**config.mk**
```make
export PLATFORM = sky130hd
export DESIGN_NAME = brk_unit
export DESIGN_NICKNAME = d
export VERILOG_FILES = /design/src/rtl/brk_pkg.sv /design/src/rtl/brk_datapath.sv /design/src/rtl/brk_ctrl.sv /design/src/rtl/brk_unit.sv
export SDC_FILE = /design/constraint.sdc
export NUM_CORES = 1
export LEC_CHECK = 0
export ABC_AREA = 1
export BUFFER_PORTS_ARGS = -buffer_cell sky130_fd_sc_hd__buf_2
export CAP_MARGIN = 25
export CORE_ASPECT_RATIO = 1.75
export CORE_MARGIN = 2
export CORE_UTILIZATION = 50
export DETAILED_ROUTE_END_ITERATION = 7
export PLACE_DENSITY = 0.73
export SLEW_MARGIN = 15
export SYNTH_ARGS = -nofsm -noshare
export SYNTH_HDL_FRONTEND = slang
export SYNTH_SLANG_ARGS = --single-unit
```
**constraint.sdc**
```tcl
create_clock -name clk -period 5.1 [get_ports clk]
set_input_delay 0.255 -clock clk [delete_from_list [all_inputs] [get_ports clk]]
set_output_delay 0.255 -clock clk [all_outputs]
set_load 0.02 [all_outputs]
```
**src/rtl/brk_pkg.sv**
```systemverilog
package brk_pkg;
  // number of user comparator slots (one more slot belongs to stepping)
  localparam int USER_SLOTS = 3;
  localparam int SEL_W      = $clog2(USER_SLOTS + 1);
  localparam int CNT_W      = $clog2(USER_SLOTS + 1);
  localparam int STEP_BIT   = USER_SLOTS;
  localparam int FLOW_BIT   = USER_SLOTS + 1;
  localparam int CAUSE_W    = USER_SLOTS + 2;
  localparam int FLOW_SEL   = USER_SLOTS;

  // external role codes 0..6; code 7 is only ever used internally
  typedef enum logic [2:0] {
    ROLE_OFF   = 3'd0,
    ROLE_PROG  = 3'd1,
    ROLE_DRD   = 3'd2,
    ROLE_DWR   = 3'd3,
    ROLE_DRW   = 3'd4,
    ROLE_MPC   = 3'd5,
    ROLE_MDATA = 3'd6,
    ROLE_MHALF = 3'd7
  } slotRole_e;

  // load strobes from control to datapath
  typedef struct packed {
    logic [USER_SLOTS-1:0] ldBase;
    logic [USER_SLOTS-1:0] ldMask;
    logic                  stepLoad;
  } dpStrobe_t;

  function automatic logic isDataRole(slotRole_e r);
    return (r == ROLE_DRD) || (r == ROLE_DWR) || (r == ROLE_DRW);
  endfunction

  function automatic logic isMaskRole(slotRole_e r);
    return (r == ROLE_MPC) || (r == ROLE_MDATA);
  endfunction
endpackage

```
**src/rtl/brk_datapath.sv**
```systemverilog
module brk_datapath
  import brk_pkg::*;
#(
  parameter int ADDR_W  = 16,
  parameter int RF_SIZE = 32
) (
  input  logic                  clk,
  input  logic                  rst_n,
  input  dpStrobe_t             strb,
  input  logic [ADDR_W-1:0]     cfgAddr,
  input  logic [ADDR_W-1:0]     cfgMask,
  input  logic [ADDR_W-1:0]     stepPc,
  input  logic [ADDR_W-1:0]     issuePc,
  input  logic [ADDR_W-1:0]     retirePc,
  input  logic [ADDR_W-1:0]     retireDAddr,
  output logic [USER_SLOTS-1:0] progEq,
  output logic [USER_SLOTS-1:0] dataEq,
  output logic [USER_SLOTS-1:0] pcMaskHit,
  output logic [USER_SLOTS-1:0] dataMaskHit,
  output logic                  stepMoved,
  output logic                  dataInRf
);
  localparam logic [ADDR_W-1:0] RF_LIMIT = ADDR_W'(RF_SIZE);

  logic [ADDR_W-1:0] slotAddr [USER_SLOTS];
  logic [ADDR_W-1:0] stepRef;

  // slot address registers; a base and a mask may load different slots
  for (genvar k = 0; k < USER_SLOTS; k++) begin : g_slot
    always_ff @(posedge clk or negedge rst_n) begin
      if (!rst_n) begin
        slotAddr[k] <= '0;
      end else if (strb.ldBase[k]) begin
        slotAddr[k] <= cfgAddr;
      end else if (strb.ldMask[k]) begin
        slotAddr[k] <= cfgMask;
      end
    end

    assign progEq[k] = (issuePc == slotAddr[k]);
    assign dataEq[k] = (retireDAddr == slotAddr[k]);

    // a pair uses slot k as base and slot k+1 as mask
    if (k < USER_SLOTS - 1) begin : g_pair
      assign pcMaskHit[k]   = ((retirePc ^ slotAddr[k]) & slotAddr[k+1]) == '0;
      assign dataMaskHit[k] = ((retireDAddr ^ slotAddr[k]) & slotAddr[k+1]) == '0;
    end else begin : g_nopair
      assign pcMaskHit[k]   = 1'b0;
      assign dataMaskHit[k] = 1'b0;
    end
  end

  // reserved comparator used for single stepping
  always_ff @(posedge clk or negedge rst_n) begin
    if (!rst_n) begin
      stepRef <= '0;
    end else if (strb.stepLoad) begin
      stepRef <= stepPc;
    end
  end

  assign stepMoved = (issuePc != stepRef);
  assign dataInRf  = (retireDAddr < RF_LIMIT);
endmodule

```
**src/rtl/brk_ctrl.sv**
```systemverilog
module brk_ctrl
  import brk_pkg::*;
#(
  parameter int MAX_DATA = 2
) (
  input  logic                  clk,
  input  logic                  rst_n,
  input  logic                  cfgWe,
  input  logic [SEL_W-1:0]      cfgSlot,
  input  logic [2:0]            cfgRole,
  input  logic                  stepArm,
  input  logic                  resume,
  input  logic                  issueValid,
  input  logic                  retireValid,
  input  logic                  retireRd,
  input  logic                  retireWr,
  input  logic                  retireFlow,
  input  logic [USER_SLOTS-1:0] progEq,
  input  logic [USER_SLOTS-1:0] dataEq,
  input  logic [USER_SLOTS-1:0] pcMaskHit,
  input  logic [USER_SLOTS-1:0] dataMaskHit,
  input  logic                  stepMoved,
  input  logic                  dataInRf,
  output dpStrobe_t             strb,
  output logic                  haltReq,
  output logic                  haltPre,
  output logic                  halted,
  output logic [CAUSE_W-1:0]    haltCause,
  output logic                  cfgErr
);
  localparam logic [CNT_W-1:0] DATA_LIMIT = CNT_W'(MAX_DATA);

  slotRole_e            roleQ [USER_SLOTS];
  logic                 flowEnQ;
  logic                 stepArmedQ;
  logic                 haltedQ;
  logic [CAUSE_W-1:0]   causeQ;
  logic                 errQ;

  // ---------------- configuration check ----------------
  slotRole_e            newRole;
  slotRole_e            ownRole;
  slotRole_e            partnerRole;
  logic                 partnerExists;
  logic [CNT_W-1:0]     dataOthers;
  logic                 flowSel;
  logic                 userSel;
  logic                 reject;
  logic                 accept;

  always_comb begin
    newRole       = slotRole_e'(cfgRole);
    ownRole       = ROLE_OFF;
    partnerRole   = ROLE_OFF;
    partnerExists = 1'b0;
    dataOthers    = '0;
    for (int k = 0; k < USER_SLOTS; k++) begin
      if (k == int'(cfgSlot)) begin
        ownRole = roleQ[k];
      end
      if (k == int'(cfgSlot) + 1) begin
        partnerRole   = roleQ[k];
        partnerExists = 1'b1;
      end
      if (k != int'(cfgSlot) && isDataRole(roleQ[k])) begin
        dataOthers = dataOthers + CNT_W'(1);
      end
    end

    flowSel = (cfgSlot == SEL_W'(FLOW_SEL));
    userSel = (int'(cfgSlot) < USER_SLOTS);

    reject = 1'b0;
    if (userSel) begin
      if (newRole == ROLE_MHALF) reject = 1'b1;
      if (ownRole == ROLE_MHALF) reject = 1'b1;
      if (isDataRole(newRole) && dataOthers >= DATA_LIMIT) reject = 1'b1;
      if (isMaskRole(newRole)) begin
        if (!partnerExists) begin
          reject = 1'b1;
        end else if (partnerRole != ROLE_OFF && partnerRole != ROLE_MHALF) begin
          reject = 1'b1;
        end
      end
    end
    accept = cfgWe && userSel && !reject;
  end

  // load strobes for the address registers
  always_comb begin
    strb.ldBase   = '0;
    strb.ldMask   = '0;
    strb.stepLoad = stepArm;
    for (int k = 0; k < USER_SLOTS; k++) begin
      strb.ldBase[k] = accept && (k == int'(cfgSlot));
      strb.ldMask[k] = accept && isMaskRole(newRole) && (k == int'(cfgSlot) + 1);
    end
  end

  // role table, flow enable and error flag
  always_ff @(posedge clk or negedge rst_n) begin
    if (!rst_n) begin
      for (int k = 0; k < USER_SLOTS; k++) roleQ[k] <= ROLE_OFF;
      flowEnQ <= 1'b0;
      errQ    <= 1'b0;
    end else if (cfgWe) begin
      if (flowSel) begin
        flowEnQ <= cfgRole[0];
        errQ    <= 1'b0;
      end else if (accept) begin
        for (int k = 0; k < USER_SLOTS; k++) begin
          if (k == int'(cfgSlot)) begin
            roleQ[k] <= newRole;
          end else if (k == int'(cfgSlot) + 1) begin
            if (isMaskRole(newRole)) begin
              roleQ[k] <= ROLE_MHALF;
            end else if (isMaskRole(ownRole)) begin
              roleQ[k] <= ROLE_OFF;
            end
          end
        end
        errQ <= 1'b0;
      end else begin
        errQ <= 1'b1;
      end
    end
  end

  // ---------------- match combination ----------------
  logic [USER_SLOTS-1:0] preHit;
  logic [USER_SLOTS-1:0] postHit;
  logic                  anyAccess;
  logic                  stepHit;
  logic                  flowHit;
  logic [CAUSE_W-1:0]    hitVec;

  always_comb begin
    anyAccess = retireRd || retireWr;
    preHit    = '0;
    postHit   = '0;
    for (int k = 0; k < USER_SLOTS; k++) begin
      unique case (roleQ[k])
        ROLE_PROG:  preHit[k]  = issueValid && progEq[k];
        ROLE_DRD:   postHit[k] = retireValid && retireRd && dataEq[k] && !dataInRf;
        ROLE_DWR:   postHit[k] = retireValid && retireWr && dataEq[k] && !dataInRf;
        ROLE_DRW:   postHit[k] = retireValid && anyAccess && dataEq[k] && !dataInRf;
        ROLE_MPC:   postHit[k] = retireValid && pcMaskHit[k];
        ROLE_MDATA: postHit[k] = retireValid && anyAccess && dataMaskHit[k] && !dataInRf;
        default:    ;
      endcase
    end
    stepHit = stepArmedQ && issueValid && stepMoved;
    flowHit = flowEnQ && retireValid && retireFlow;
    hitVec  = {flowHit, stepHit, preHit | postHit};
  end

  assign haltReq = !haltedQ && (hitVec != '0);
  assign haltPre = !haltedQ && (stepHit || (preHit != '0));

  // ---------------- halt state ----------------
  always_ff @(posedge clk or negedge rst_n) begin
    if (!rst_n) begin
      haltedQ <= 1'b0;
      causeQ  <= '0;
    end else if (haltedQ && resume) begin
      haltedQ <= 1'b0;
      causeQ  <= '0;
    end else if (haltReq) begin
      haltedQ <= 1'b1;
      causeQ  <= hitVec;
    end
  end

  always_ff @(posedge clk or negedge rst_n) begin
    if (!rst_n) begin
      stepArmedQ <= 1'b0;
    end else if (stepArm) begin
      stepArmedQ <= 1'b1;
    end else if (haltReq && stepHit) begin
      stepArmedQ <= 1'b0;
    end
  end

  assign halted    = haltedQ;
  assign haltCause = causeQ;
  assign cfgErr    = errQ;
endmodule

```
**src/rtl/brk_unit.sv**
```systemverilog
module brk_unit
  import brk_pkg::*;
#(
  parameter int ADDR_W   = 16,
  parameter int RF_SIZE  = 32,
  parameter int MAX_DATA = 2
) (
  input  logic                 clk,
  input  logic                 rst_n,
  input  logic                 cfgWe,
  input  logic [SEL_W-1:0]     cfgSlot,
  input  logic [2:0]           cfgRole,
  input  logic [ADDR_W-1:0]    cfgAddr,
  input  logic [ADDR_W-1:0]    cfgMask,
  input  logic                 stepArm,
  input  logic [ADDR_W-1:0]    stepPc,
  input  logic                 resume,
  input  logic                 issueValid,
  input  logic [ADDR_W-1:0]    issuePc,
  input  logic                 retireValid,
  input  logic [ADDR_W-1:0]    retirePc,
  input  logic [ADDR_W-1:0]    retireDAddr,
  input  logic                 retireRd,
  input  logic                 retireWr,
  input  logic                 retireFlow,
  output logic                 haltReq,
  output logic                 haltPre,
  output logic                 halted,
  output logic [CAUSE_W-1:0]   haltCause,
  output logic                 cfgErr
);
  dpStrobe_t             strb;
  logic [USER_SLOTS-1:0] progEq;
  logic [USER_SLOTS-1:0] dataEq;
  logic [USER_SLOTS-1:0] pcMaskHit;
  logic [USER_SLOTS-1:0] dataMaskHit;
  logic                  stepMoved;
  logic                  dataInRf;

  brk_datapath #(.ADDR_W(ADDR_W), .RF_SIZE(RF_SIZE)) u_dp (
    .clk(clk), .rst_n(rst_n), .strb(strb),
    .cfgAddr(cfgAddr), .cfgMask(cfgMask), .stepPc(stepPc),
    .issuePc(issuePc), .retirePc(retirePc), .retireDAddr(retireDAddr),
    .progEq(progEq), .dataEq(dataEq), .pcMaskHit(pcMaskHit),
    .dataMaskHit(dataMaskHit), .stepMoved(stepMoved), .dataInRf(dataInRf)
  );

  brk_ctrl #(.MAX_DATA(MAX_DATA)) u_ctrl (
    .clk(clk), .rst_n(rst_n),
    .cfgWe(cfgWe), .cfgSlot(cfgSlot), .cfgRole(cfgRole),
    .stepArm(stepArm), .resume(resume),
    .issueValid(issueValid), .retireValid(retireValid),
    .retireRd(retireRd), .retireWr(retireWr), .retireFlow(retireFlow),
    .progEq(progEq), .dataEq(dataEq), .pcMaskHit(pcMaskHit),
    .dataMaskHit(dataMaskHit), .stepMoved(stepMoved), .dataInRf(dataInRf),
    .strb(strb), .haltReq(haltReq), .haltPre(haltPre), .halted(halted),
    .haltCause(haltCause), .cfgErr(cfgErr)
  );
endmodule

```
; Word level (Yosys, flattened, before mapping)
; Cells that the tools add are included.
[word_totals]
register_bits = 82
latchBits = 0
mem_bits_rw = 0
romBits = 0
inputBits = 111
elab_cells = 207
memories = 0
[classes]
n_addsub = 3
n_mul = 0
div = 0
magnitude_cmp = 3
eq_ne = 40
shift = 0
mux = 47
bitwise_logic = 10
reduce_logical = 92
[op_table]
columns = cell, n
row1 = equality test 16 bit, 6
row2 = 2-to-1 mux 16 bit, 6
row3 = bitwise AND 16 bit, 4
row4 = logical NOT 16 bit, 4
row5 = bitwise XOR 16 bit, 4
row6 = logical AND 1 bit, 52
row7 = equality test 3 bit (second input constant), 14
row8 = 2-to-1 mux 3 bit, 14
row9 = equality test 2 x 32 -> 1 bit (first input constant), 1
row10 = equality test 3 x 32 -> 1 bit (first input constant), 1
row11 = logical NOT 32 bit, 1
row12 = equality test 3 x 2 -> 1 bit (second input constant), 8
row13 = 2-to-1 mux 1 bit, 20
row14 = nonzero test 2 bit, 9
row15 = less-than comparator 16 x 6 -> 1 bit (second input constant), 1
row16 = != test 16 bit, 1
row17 = AND reduction 5 bit, 3
row18 = nonzero test 3 bit, 5
row19 = logical OR 1 bit, 12
row20 = 2-to-1 mux 5 bit, 2
row21 = case mux 1 bit (5 select lines), 2
row22 = equality test 3 x 1 -> 1 bit (second input constant), 3
row23 = nonzero test 5 bit, 1
row24 = equality test 2 bit (first input constant), 2
row25 = 15 further kinds, 19

; Longest topological paths before layout
; Gate-level depths: netlist (run 1).
[depth]
word_depth = 22
depth_mapped = 17
ltp_nobuf = 16

; Hierarchy
; A second synthesis (run 1) with hierarchy kept.
[unflattened]
hier_cells = 1037
area_unflattened_um2 = 6782.8
[by_module_without_submodules]
columns = mod, instances, cells_each, area_each_um2
row1 = brk_datapath, 1, 797, 5265.0
row2 = brk_ctrl, 1, 240, 1517.7

; Worst setup path after synthesis (run 1)
; OpenSTA, ideal clock, no wires.
[synth_path]
path_type = input to register
start = in cfgSlot[1]
end = reg u_dp.slotAddr[44] in the netlist's numbering
setup_ps = 121
t_arrival_ps = 1782
required_time_ps = 4979
slack_ps = 3197
cell_stages = 12
n_path_buf = 3
path_cell_list = inv_1 -> ha_1 -> buf_4 -> or2_2 -> a21oi_1 -> nor2_4 -> nand2_2 -> inv_4 -> nand2_2 -> buf_6 -> buf_6 -> o21ai_1
[synth_between]
elab_chain_cells = 19
[synth_rtl]
columns = element, line_no
row1 = from (decl), brk_unit.sv:11  ; input logic [SEL_W-1:0] cfgSlot,
row2 = nonzero test 2 bit, brk_ctrl.sv:65  ; if (k != int'(cfgSlot) && isDataRole(roleQ[k])) begin
row3 = logical AND 1 bit, brk_ctrl.sv:65
row4 = 2-to-1 mux 1 bit, brk_ctrl.sv:65
row5 = adder 1 x 1 -> 2 bit, brk_ctrl.sv:66  ; dataOthers = dataOthers + CNT_W'(1);
row6 = 2-to-1 mux 2 bit, brk_ctrl.sv:65
row7 = adder 2 x 1 -> 2 bit, brk_ctrl.sv:66
row8 = 2-to-1 mux 2 bit, brk_ctrl.sv:65
row9 = greater-or-equal comparator 2 bit, brk_ctrl.sv:77  ; if (isDataRole(newRole) && dataOthers >= DATA_LIMIT) reject = 1'b1;
row10 = (+2 left out), n/a
row11 = 2-to-1 mux 1 bit, brk_ctrl.sv:81  ; end else if (partnerRole != ROLE_OFF && partnerRole != ROLE_MHALF) begin
row12 = 2-to-1 mux 1 bit, brk_ctrl.sv:79  ; if (!partnerExists) begin
row13 = 2-to-1 mux 1 bit, brk_ctrl.sv:78  ; if (isMaskRole(newRole)) begin
row14 = 2-to-1 mux 1 bit, brk_ctrl.sv:74  ; if (userSel) begin
row15 = logical NOT 1 bit, brk_ctrl.sv:86  ; accept = cfgWe && userSel && !reject;
row16 = logical AND 1 bit, brk_ctrl.sv:86
row17 = logical AND 1 bit (2 in a row), brk_ctrl.sv:96  ; strb.ldMask[k] = accept && isMaskRole(newRole) && (k == int'(cfgSlot) + 1);
row18 = nonzero test 2 bit (no source line), n/a
row19 = "to (signal, indexed assignment)", brk_datapath.sv:34  ; slotAddr[k] <= cfgAddr;
row20 = "to (signal, indexed assignment)", brk_datapath.sv:36  ; slotAddr[k] <= cfgMask;
row21 = to (decl), brk_datapath.sv:25  ; logic [ADDR_W-1:0] slotAddr [USER_SLOTS];
; Several ways; a longest one is shown, not always the timed one.
; A chain may end at the register's enable or synchronous reset.

; Worst setup path after layout (run 1)
[layout_path]
start = reg u_ctrl.roleQ[0] in the netlist's numbering
end = reg u_dp.slotAddr[9] in the netlist's numbering
[layout_between]
elab_chain_cells = 17
[layout_rtl]
columns = element, line_no
row1 = from (decl), brk_ctrl.sv:33  ; slotRole_e roleQ [USER_SLOTS];
row2 = "from (signal, indexed assignment)", brk_ctrl.sv:113  ; roleQ[k] <= newRole;
row3 = equality test 3 x 2 -> 1 bit, brk_pkg.sv:31  ; return (r == ROLE_DRD) || (r == ROLE_DWR) || (r == ROLE_DRW);
row4 = logical OR 1 bit (2 in a row), brk_pkg.sv:31
row5 = logical AND 1 bit, brk_ctrl.sv:65
row6 = 2-to-1 mux 2 bit, brk_ctrl.sv:65
row7 = greater-or-equal comparator 2 bit, brk_ctrl.sv:77
row8 = logical AND 1 bit, brk_ctrl.sv:77
row9 = 2-to-1 mux 1 bit, brk_ctrl.sv:77
row10 = 2-to-1 mux 1 bit, brk_ctrl.sv:81
row11 = 2-to-1 mux 1 bit, brk_ctrl.sv:79
row12 = 2-to-1 mux 1 bit *, brk_ctrl.sv:78
row13 = 2-to-1 mux 1 bit *, brk_ctrl.sv:74
row14 = logical NOT 1 bit *, brk_ctrl.sv:86
row15 = logical AND 1 bit *, brk_ctrl.sv:86
row16 = logical AND 1 bit (2 in a row), brk_ctrl.sv:96
row17 = nonzero test 2 bit (no source line), n/a
; Mark *: on every way between the ends. The rest lies on a longest branch, timed or not.

==> qor.yml, run 1 <==
final_common_cell: "nand2_1"
cts_tree: "done"
r2r_slack_ns: 2.26
hold_viol: 0
ys_types: 36
diodes: 0
cts.sinks: 82
grt_pass1_vias: 7165
holdCritPathClass: "in2reg"
firstDrtPassIters: 5
combPwrFrac_pct: 41.8
worst-setup-path-type: "reg2reg"
insertion_delay_ns: 0.35
grtUsageMet3_pct: 3.95
syn_avg_cell_area_um2: 5.99
clock_path_buffers: 2
grt_pass1_wl_um: 38900
tightest_slew_ns: 0.905
num_io_pins: 120
netlist_top_cells_area: "dfrtp_1 (30%), nand2_1 (25%), inv_1 (8.2%)"
relSlewSlack_pct: 39.6
grt_max_degree: 51
fin_setup_tns_ns: 0
initial_core_util_pct: 50.9
drive_above_1_share_pct: 12.9
vias_per_cell: 5.41
cts_resized: 0
ys_seq_area_share_pct: 30.3
arrival_ns: 3.13
synth_ff_type: "dfrtp_1"
synth-edff-count: 0
vias: 7662
route.detailed.drc: 0
die_w_um: 92.0
die_area_um2: 14500
p_sw_share_pct: 49.8
row_count: 56
antenna_found_initial: 0
leakagePower_nw: 4.36
busiest_layer: "met2"
min_period_ns: 2.84
finalMaxSlewViolations: 0
initialDrtViolationCount: 575
intPower_w: 0.00178
numCtsBuffers: 9
layout_common_cells: "nand2_1 (451), inv_1 (149), buf_2 (118), nor2_1 (114), dfrtp_1 (82)"
hpwl_um: 21400
ys_async_sr_fraction_pct: 100
utilization_pct: 58.4
yosys_warnings: 0
cts.clk_slew.worst_paths_ns: 0.07
fillers: 1418
cts.htree.levels: 3
post-cts-setup-buffers: 0
yosys.area.top_type_share_pct: 30.3
die_h_um: 158
syn-cell-area_um2: 6780
p_sw_w: 0.00176
wl_um: 26200
endpoint_kind: "flip-flop"
fin_skew_ns: 0.00845
sequentialPowerShare_pct: 39.0
status: "completed"
synth_top_cell_by_area: "dfrtp_1"
maxCapViolations: 0
area_growth_pct: 14.7
crit_fanout: 49
wire_per_inst_um: 18.5
design.core.area_um2: 13300
io_buffers: 119
fin_crit_sh_pct: 55.7
critPathLaunchType: "flip-flop"
grt_overflow: 0
postRouteAntennaNets: 0
syn_inst: 1131
grt_util_met2_pct: 65.2
track_usage_pct: 36.2
global_route.usage.met1_pct: 37.1
syn-num-nets: 1247
ctsHoldBuffers: 1
setup_viol: 0
rsz0062_at_grt: "no"
yosys_register_bits: 82
multiInputGateArea_um2: 3990
gp_congestion: 1.08
p_per_area_nw_per_um2: 455
critPathRequiredTime_ns: 5.39
fmax_ghz: 0.352
final_nets: 1354
seqCellArea_um2: 2050
ir_drop_mv: 0.225
clkPwrFrac_pct: 19.2
cts-root-buf: "clkbuf_16"
==> state kept, by name (all words and copies together), names as in the netlist <==
signal,count
u_dp.slotAddr,48
u_dp.stepRef,16
u_ctrl.roleQ,9
u_ctrl.haltCause,5
u_ctrl.cfgErr,1
u_ctrl.flowEnQ,1
u_ctrl.halted,1
u_ctrl.stepArmedQ,1
==> metal layers <==
metal,routed length [µm],vias up
met1,9240,3408
met4,2530,0
met3,1300,138
met2,13100,368
li1,-,3748
met5,0,-
==> synthesized netlist by cell type, types with 6 or more instances <==
library cell and instances:
o21ai_2 8, nand3_1 79, a21oi_1 23, dfrtp_1 82, xnor2_1 14, o21ai_0 72, nand4_1 16, o21ai_1 10
clkbuf_1 9, o22ai_1 24, buf_6 6, nand2_1 451, xor2_1 29, inv_1 149, buf_2 9, nor2_1 114
==> final timing paths <==
| path | depth (start not counted) | to | start |
|---|---|---|---|
| worst max-delay path | 10 | u_dp.slotAddr[9] | u_ctrl.roleQ[0] |
| worst min-delay path | 3 | u_dp.stepRef[4] | stepPc[4] |
| worst max register to register | 10 | u_dp.slotAddr[9] | u_ctrl.roleQ[0] |
| worst min register to register | 2 | u_ctrl.stepArmedQ | u_ctrl.stepArmedQ |
| max in group asynchronous | 3 | u_ctrl.flowEnQ | rst_n |
| min in group asynchronous | 2 | u_dp.stepRef[3] | rst_n |
==> cells by family (layout without fill, tap and decap cells) <==
| group | after synthesis | after routing | synth area share, % |
|---|---|---|---|
| xor gates and xnor gates | 43 | 43 | 5.55 |
| buffers and inverters | 179 | 291 | 10.9 |
| and+or+nand+nor | 681 | 681 | 41.0 |
| AOI/OAI and AO/OA | 141 | 141 | 11.4 |
| adders and majority gates | 5 | 5 | 0.923 |
| DFF | 82 | 82 | 30.3 |
==> critical path, stage by stage (launching register included) <==
cell     delay [ns]
dfrtp_1        0.53
inv_1          0.14
nand3_1        0.12
o21ai_1        0.10
nand2_1        0.12
nor2_1         0.06
o21ai_2        0.25
nand3_2        0.74
nand2_4        0.54
nand2_1        0.11
nand2_1        0.07
==> power groups by stage <==
stage	Combinational [W]	Sequential [W]	Clock [W]
CTS	0.00146	0.00135	0.000687
detailed placement	0.00145	0.00136	0
global route	0.00165	0.00138	0.000703
floorplan	0.00103	0.00111	0
global placement	0.00143	0.00136	0
finish	0.00148	0.00138	0.000680
==> through the flow <==
step | power, W | setup WS, ns | area (µm²) | hold WS, ns | cells
floorplan | 0.00214 | 3.20 | 6780 | -0.0406 | 1131
global placement | 0.00279 | 2.13 | 7440 | 0.219 | 1398
detailed placement | 0.00280 | 2.01 | 7470 | 0.217 | 1400
CTS | 0.00349 | 2.33 | 7780 | 0.105 | 1417
global route | 0.00374 | 2.02 | 7780 | 0.124 | 1417
finish | 0.00354 | 2.26 | 7780 | 0.104 | 1417
==> final cells by class <==
class,instances,area share [%]
clock buffer,10,2.94
inverter,152,7.37
timing repair buffer,123,8.30
clock inverter,6,0.917
tap,174,2.80
sequential,82,26.4
multi-input combinational,870,51.3
No activity file was read; power rests on OpenSTA's default activity.
==> run 2: changes to the inputs <==
==> constraint.sdc (replaced) <==
create_clock -name clk -period 2.74 [get_ports clk]
set_input_delay 0.137 -clock clk [delete_from_list [all_inputs] [get_ports clk]]
set_output_delay 0.137 -clock clk [all_outputs]
set_load 0.02 [all_outputs]
==> run 2 against run 1 <==
Effect of this change: the flow now finishes with violations (hold timing); worst hold slack got worse by 0.11 ns; worst setup slack worse by 2.1 ns; via count grew 1.9%; final area is 1.8% higher; global-route usage is 3.4 points higher; first-iteration DRC count decreased by 5.2%; power increased by 90%; critical path type is now reg2out; largest power group unchanged.
==> qor.yml, run 2 (synthesis gave the netlist of run 1 again) <==
setup_slack_ns: 0.140  # -2.12 ns
postRouteAntennaNets: 0  # unchanged
wire_per_inst_um: 19.7  # +6.3%
row_count: 56  # unchanged
drive_above_1_share_pct: 13.9  # +1.1 points
die_area_um2: 14500  # unchanged
insertion_delay_ns: 0.35  # about the same
cts.htree.levels: 3  # unchanged
diodes: 0  # unchanged
grt_util_met2_pct: 72.5  # +7.2 points
antenna_found_initial: 0  # unchanged
utilization_pct: 59.5  # +1.1 points
r2r_slack_ns: 0.36  # -1.90 ns
grt_pass1_wl_um: 42700  # +9.6%
gp_congestion: 1.05  # -2.5%
rsz0062_at_grt: "no"
min_to: "u_dp.stepRef[3]"
area_growth_pct: 16.8
global_route.usage.met1_pct: 39.9  # +2.8 points
cts.clk_slew.worst_paths_ns: 0.07  # about the same
timing.rr.end: "u_dp.slotAddr[22]"
min_period_ns: 2.60
cts_tree: "done"
hold_ws_ns: -0.00189  # -0.106 ns
crit_fanout: 7  # -86%
initialDrtViolationCount: 545  # -5.2%
hpwl_um: 22800  # +6.4%
grt_pass1_vias: 7750  # +8.2%
route.detailed.drc: 0  # unchanged
die_w_um: 92.0  # unchanged
tightest_slew_ns: 0.776  # -0.129 ns
initial_core_util_pct: 50.9  # unchanged
fin_crit_sh_pct: 94.9
fin_skew_ns: 0.00728  # -0.00117 ns
critPathRequiredTime_ns: 2.60  # -2.79 ns
vias: 7808  # +1.9%
setup_viol: 0  # unchanged
final_nets: 1367  # +0.96%
r2r_start: "u_ctrl.roleQ[3]"
final_common_cell: "nand2_1"
io_buffers: 119  # unchanged
fin_setup_tns_ns: 0  # unchanged
ir_drop_mv: 0.555  # +150%
worst-setup-path-type: "reg2out"
fmax_ghz: 0.385
grt_max_degree: 83  # +63%
p_per_area_nw_per_um2: 848  # +86%
endpoint_kind: "primary output"
grtUsageMet3_pct: 6.47  # +2.5 points
firstDrtPassIters: 5  # unchanged
holdCritPathClass: "in2reg"
num_io_pins: 120  # unchanged
dp.cells: 1408  # +0.57%
final_cells: 1430  # +0.92%
pre_cts_slack_ns: 0.324  # -1.68 ns
die_h_um: 158  # unchanged
layout_common_cells: "nand2_1 (451), inv_1 (149), buf_2 (118), nor2_1 (111)"
vias_per_cell: 5.46  # +0.98%
track_usage_pct: 39.6  # +3.4 points
maxCapViolations: 0  # unchanged
min_from: "stepPc[3]"
fillers: 1410  # -0.56%
status: "finished with violations"
cts-root-buf: "clkbuf_16"
relSlewSlack_pct: 48.3  # +8.7 points
hold_viol: 1  # +1
r2r_cells: 11  # +1
design.core.area_um2: 13300  # unchanged
busiest_layer: "met2"
clock_path_buffers: 2  # unchanged
leakagePower_nw: 4.44  # +1.7%
largest_reg_flops: 48  # unchanged
hold_depth: 3  # unchanged
finalMaxSlewViolations: 0  # unchanged
wl_um: 28100  # +7.3%
reg.largest.list: "u_dp.slotAddr x48, u_dp.stepRef x16, u_ctrl.roleQ x9"
max_flop_register: "u_dp.slotAddr"
critPathLaunchType: "flip-flop"
arrival_ns: 2.46  # -0.67 ns
violations: "hold timing"
numCtsBuffers: 9  # unchanged
grt_overflow: 0  # unchanged
cts.sinks: 82  # unchanged
==> run 2: changes by cell type in the layout (fill, tap and decap cells not counted), sizes merged <==
cell / change
buf: +8
inv: +1
dlygate4sd3: +5
clkinv: +2
bufinv: -1
clkinvlp: -2
==> run 2: per-stage QoR <==
step,instance area (µm²),total power (W)
floorplan,6780,0.00399
global placement,7550,0.00533
detailed placement,7550,0.00534
CTS,7900,0.00658
global route,7920,0.00712
finish,7920,0.00672
==> run 2: layout make-up <==
class,count,area (µm²),share of cell area [%]
clock buffers,10,239,3.02
clock inverters,6,55.1,0.695
inverters,152,573,7.23
multi-input cells,870,4000,50.5
flip-flops and latches,82,2060,26.0
well taps,174,218,2.75
repair buffers,136,782,9.87
==> run 2: repair_timing <==
| item | 4_1_cts | 5_1_grt |
|---|---|---|
| buffers inserted | 0 | 0 |
| setup endpoints to repair | 0 | 1 |
| endpoints found under the hold margin | 5 | 82 |
| hold buffers | 5 | 1 |
| gates resized for setup | 0 | 8 |
==> run 2: how the worst max path moves through the flow <==
stage | from | end
after floorplan | cfgSlot[1] | u_dp.slotAddr[44]
after global placement | cfgSlot[1] | u_dp.slotAddr[22]
after detailed placement | cfgSlot[1] | u_dp.slotAddr[22]
after CTS | u_ctrl.roleQ[1] | haltReq
after global routing | u_dp.slotAddr[46] | haltReq
final | u_dp.slotAddr[46] | haltReq
==> run 2: report_power, final <==
group	switching [W]	total, W	leakage, nW	internal (W)
clock	0.000585	0.00125	0.146	0.000660
sequential	0.000918	0.00252	1.01	0.00160
combinational	0.00190	0.00295	3.28	0.00105
total	0.00340	0.00672	4.44	0.00331
==> run 2: routing by layer <==
layer	wire length [µm]	vias to the layer above	share of wire, %
met3	1720	127	6.1
met2	14400	368	51
met1	9500	3537	34
met4	2520	0	9.0
met5	0	-	0
li1	-	3776	-
==> run 2: worst max-delay path, cell delays in order (launching register included) <==
cell and delay (ns):
dfrtp_1 0.58, inv_1 0.12, nand2_1 0.10, nand4_1 0.12
nor2_1 0.11, nand3_1 0.09, nor2_1 0.30, nor2_1 0.10
nand2_1 0.10, nor2_1 0.04, nand2_1 0.07, nand2_1 0.14
inv_1 0.08, buf_2 0.15
==> run 3: changes to the inputs <==
--- a/config.mk
+++ b/config.mk
@@ -6,7 +6,7 @@
 export NUM_CORES = 1
 export LEC_CHECK = 0
 export ABC_AREA = 1
-export BUFFER_PORTS_ARGS = -buffer_cell sky130_fd_sc_hd__buf_2
+export BUFFER_PORTS_ARGS = -buffer_cell sky130_fd_sc_hd__clkbuf_2
 export CAP_MARGIN = 25
 export CORE_ASPECT_RATIO = 1.75
 export CORE_MARGIN = 2
==> run 3 against run 2 <==
Effect of this change: the flow still finishes with violations (hold timing); die area did not move; sequential share of layout area rose by 0.19 points; worst setup slack improved by 0.030 ns; routed wire length fell by 3.7%; register-to-register slack improved by 0.06 ns; maximum frequency rose by 1.2%; critical path type unchanged; highest routed layer unchanged.
==> qor.yml, run 3 (synthesis gave the netlist of run 1 again) <==
hold_viol: 1  # unchanged
setup_viol: 0  # unchanged
cts.clk_slew.worst_paths_ns: 0.07  # about the same
hpwl_um: 21900  # -4.0%
cp-startpoint: "u_dp.slotAddr[5]"
die_h_um: 158  # unchanged
drive_above_1_share_pct: 13.6  # -0.32 points
die_area_um2: 14500  # unchanged
reg.largest.list: "u_dp.slotAddr x48, u_dp.stepRef x16, u_ctrl.roleQ x9"
critPathLaunchType: "flip-flop"
clkPwrFrac_pct: 18.2  # -0.3 points
critPathRequiredTime_ns: 2.60  # about the same
p_sw_w: 0.00335  # -1.6%
vias: 7768  # -0.51%
area_growth_pct: 15.9
combPwrFrac_pct: 43.5  # -0.4 points
grt_max_degree: 83  # unchanged
postRouteAntennaNets: 0  # unchanged
utilization_pct: 59.0  # -0.50 points
firstDrtPassIters: 8  # +3
r2r_slack_ns: 0.42  # +0.06 ns
row_count: 56  # unchanged
ir_drop_mv: 0.426  # -23%
wl_um: 27100  # -3.7%
crit_fanout: 7  # unchanged
io_buffers: 119  # unchanged
r2r_cells: 10  # -1
final_common_cell: "nand2_1"
grt_overflow: 0  # unchanged
cts.sinks: 82  # unchanged
min_period_ns: 2.57  # -0.0300 ns
p_sw_share_pct: 50.8  # +0.095 points
die_w_um: 92.0  # unchanged
cts.htree.levels: 3  # unchanged
crit_end: "haltReq"
leakagePower_nw: 4.41  # -0.57%
grt_pass1_vias: 7499  # -3.2%
layout_common_cells: "nand2_1 (451), inv_1 (149), clkbuf_2 (118), nor2_1 (112), dfrtp_1 (81)"
insertion_delay_ns: 0.35  # about the same
num_io_pins: 120  # unchanged
grt_pass1_wl_um: 40800  # -4.5%
worst-setup-path-type: "reg2out"
track_usage_pct: 38.1  # -1.5 points
fin_setup_tns_ns: 0  # unchanged
clock_path_buffers: 2  # unchanged
violations: "hold timing"
cts_tree: "done"
endpoint_kind: "primary output"
fin_crit_sh_pct: 93.8  # -1.1 points
wire_per_inst_um: 19.0  # -3.2%
vias_per_cell: 5.46  # about the same
route.detailed.drc: 0  # unchanged
final_nets: 1360  # -0.51%
intPower_w: 0.00325  # -2.0%
fin_total_pwr_w: 0.00660  # -1.8%
finalMaxSlewViolations: 0  # unchanged
status: "finished with violations"
p_per_area_nw_per_um2: 840  # -0.94%
diodes: 0  # unchanged
numCtsBuffers: 9  # unchanged
antenna_found_initial: 0  # unchanged
hold_ws_ns: -0.0000537  # +0.00183 ns
timing.rr.end: "u_dp.slotAddr[31]"
fmax_ghz: 0.389  # +1.2%
cts-root-buf: "clkbuf_16"
rsz0062_at_grt: "no"
maxCapViolations: 0  # unchanged
fin_skew_ns: 0.0133  # +0.00604 ns
initial_core_util_pct: 50.9  # unchanged
design.core.area_um2: 13300  # unchanged
arrival_ns: 2.43  # -0.03 ns
tightest_slew_ns: 0.518  # -0.258 ns
initialDrtViolationCount: 603  # +11%
holdCritPathClass: "in2reg"
max_flop_register: "u_dp.slotAddr"
largest_reg_flops: 48  # unchanged
r2r_start: "u_ctrl.roleQ[5]"
gp_congestion: 1.09  # +3.5%
relSlewSlack_pct: 65.5  # +17 points
sequentialPowerShare_pct: 38.3  # +0.7 points
run 3: cell count changes in the layout (fill, tap and decap cells not counted), moves of 3 or more:
cell	change
clkbuf_2	+118
buf_4	-3
buf_2	-118
clkinvlp_4	+3
dlygate4sd3_1	-4
run 3: layer usage:
| metal | up-vias | routed length [µm] | track usage (%) |
|---|---|---|---|
| met5 | - | 0 | 0 |
| met4 | 0 | 2700 | 31.5 |
| met3 | 144 | 1870 | 6.14 |
| met2 | 396 | 13500 | 67.9 |
| met1 | 3466 | 9030 | 38.6 |
| li1 | 3762 | - | - |
run 3: timing repair:
action | in CTS | in global routing
setup buffers | 0 | 0
endpoints found under the setup margin | 0 | 2
hold buffers | 1 | 1
resized for setup | 0 | 7
endpoints found under the hold margin | 1 | 37
run 3: layout make-up:
class                           instances  area (µm²)
Fill cell                            1420        5460
Clock buffer                           10         229
Sequential cell                        82        2050
Clock inverter                          6        48.8
Multi-Input combinational cell        870        4010
Timing Repair Buffer                  129         728
Inverter                              152         573
Tap cell                              174         218
run 3: per-stage QoR:
step                cell area, µm²  std cells  setup slack (ns)
detailed placement            7520       1404             0.304
global route                  7860       1423            0.0164
floorplan                     6780       1131             0.955
CTS                           7810       1421             0.185
finish                        7860       1423             0.170
global placement              7520       1404             0.332
run 3: worst min-delay path by stage:
stage,start,end,depth (start not counted)
CTS,stepPc[14],u_dp.stepRef[14],3
global route,stepPc[8],u_dp.stepRef[8],3
finish,stepPc[14],u_dp.stepRef[14],3
detailed placement,stepPc[10],u_dp.stepRef[10],3
floorplan,rst_n,u_ctrl.cfgErr,0
global placement,stepPc[0],u_dp.stepRef[0],3
run 3: power groups by stage:
stage / logic [W] / registers, W / clock network (W)
after global routing: 0.00321 / 0.00252 / 0.00125
after floorplan: 0.00192 / 0.00206 / 0
final: 0.00287 / 0.00253 / 0.00120
after detailed placement: 0.00277 / 0.00248 / 0
after CTS: 0.00279 / 0.00246 / 0.00120
after global placement: 0.00276 / 0.00247 / 0
run 3: critical path, cell delays in order, from the launching register on:
cell and delay [ns]:
dfrtp_1 0.53, inv_1 0.13, nand2_1 0.07, o21ai_0 0.08
nor2_1 0.17, nand2_1 0.07, nor2_1 0.11, nand2_1 0.06
nor2_1 0.20, nor2_1 0.10, nand2_1 0.07, nor2_1 0.04
nand2_1 0.06, nand2_1 0.14, inv_1 0.08, clkbuf_2 0.17
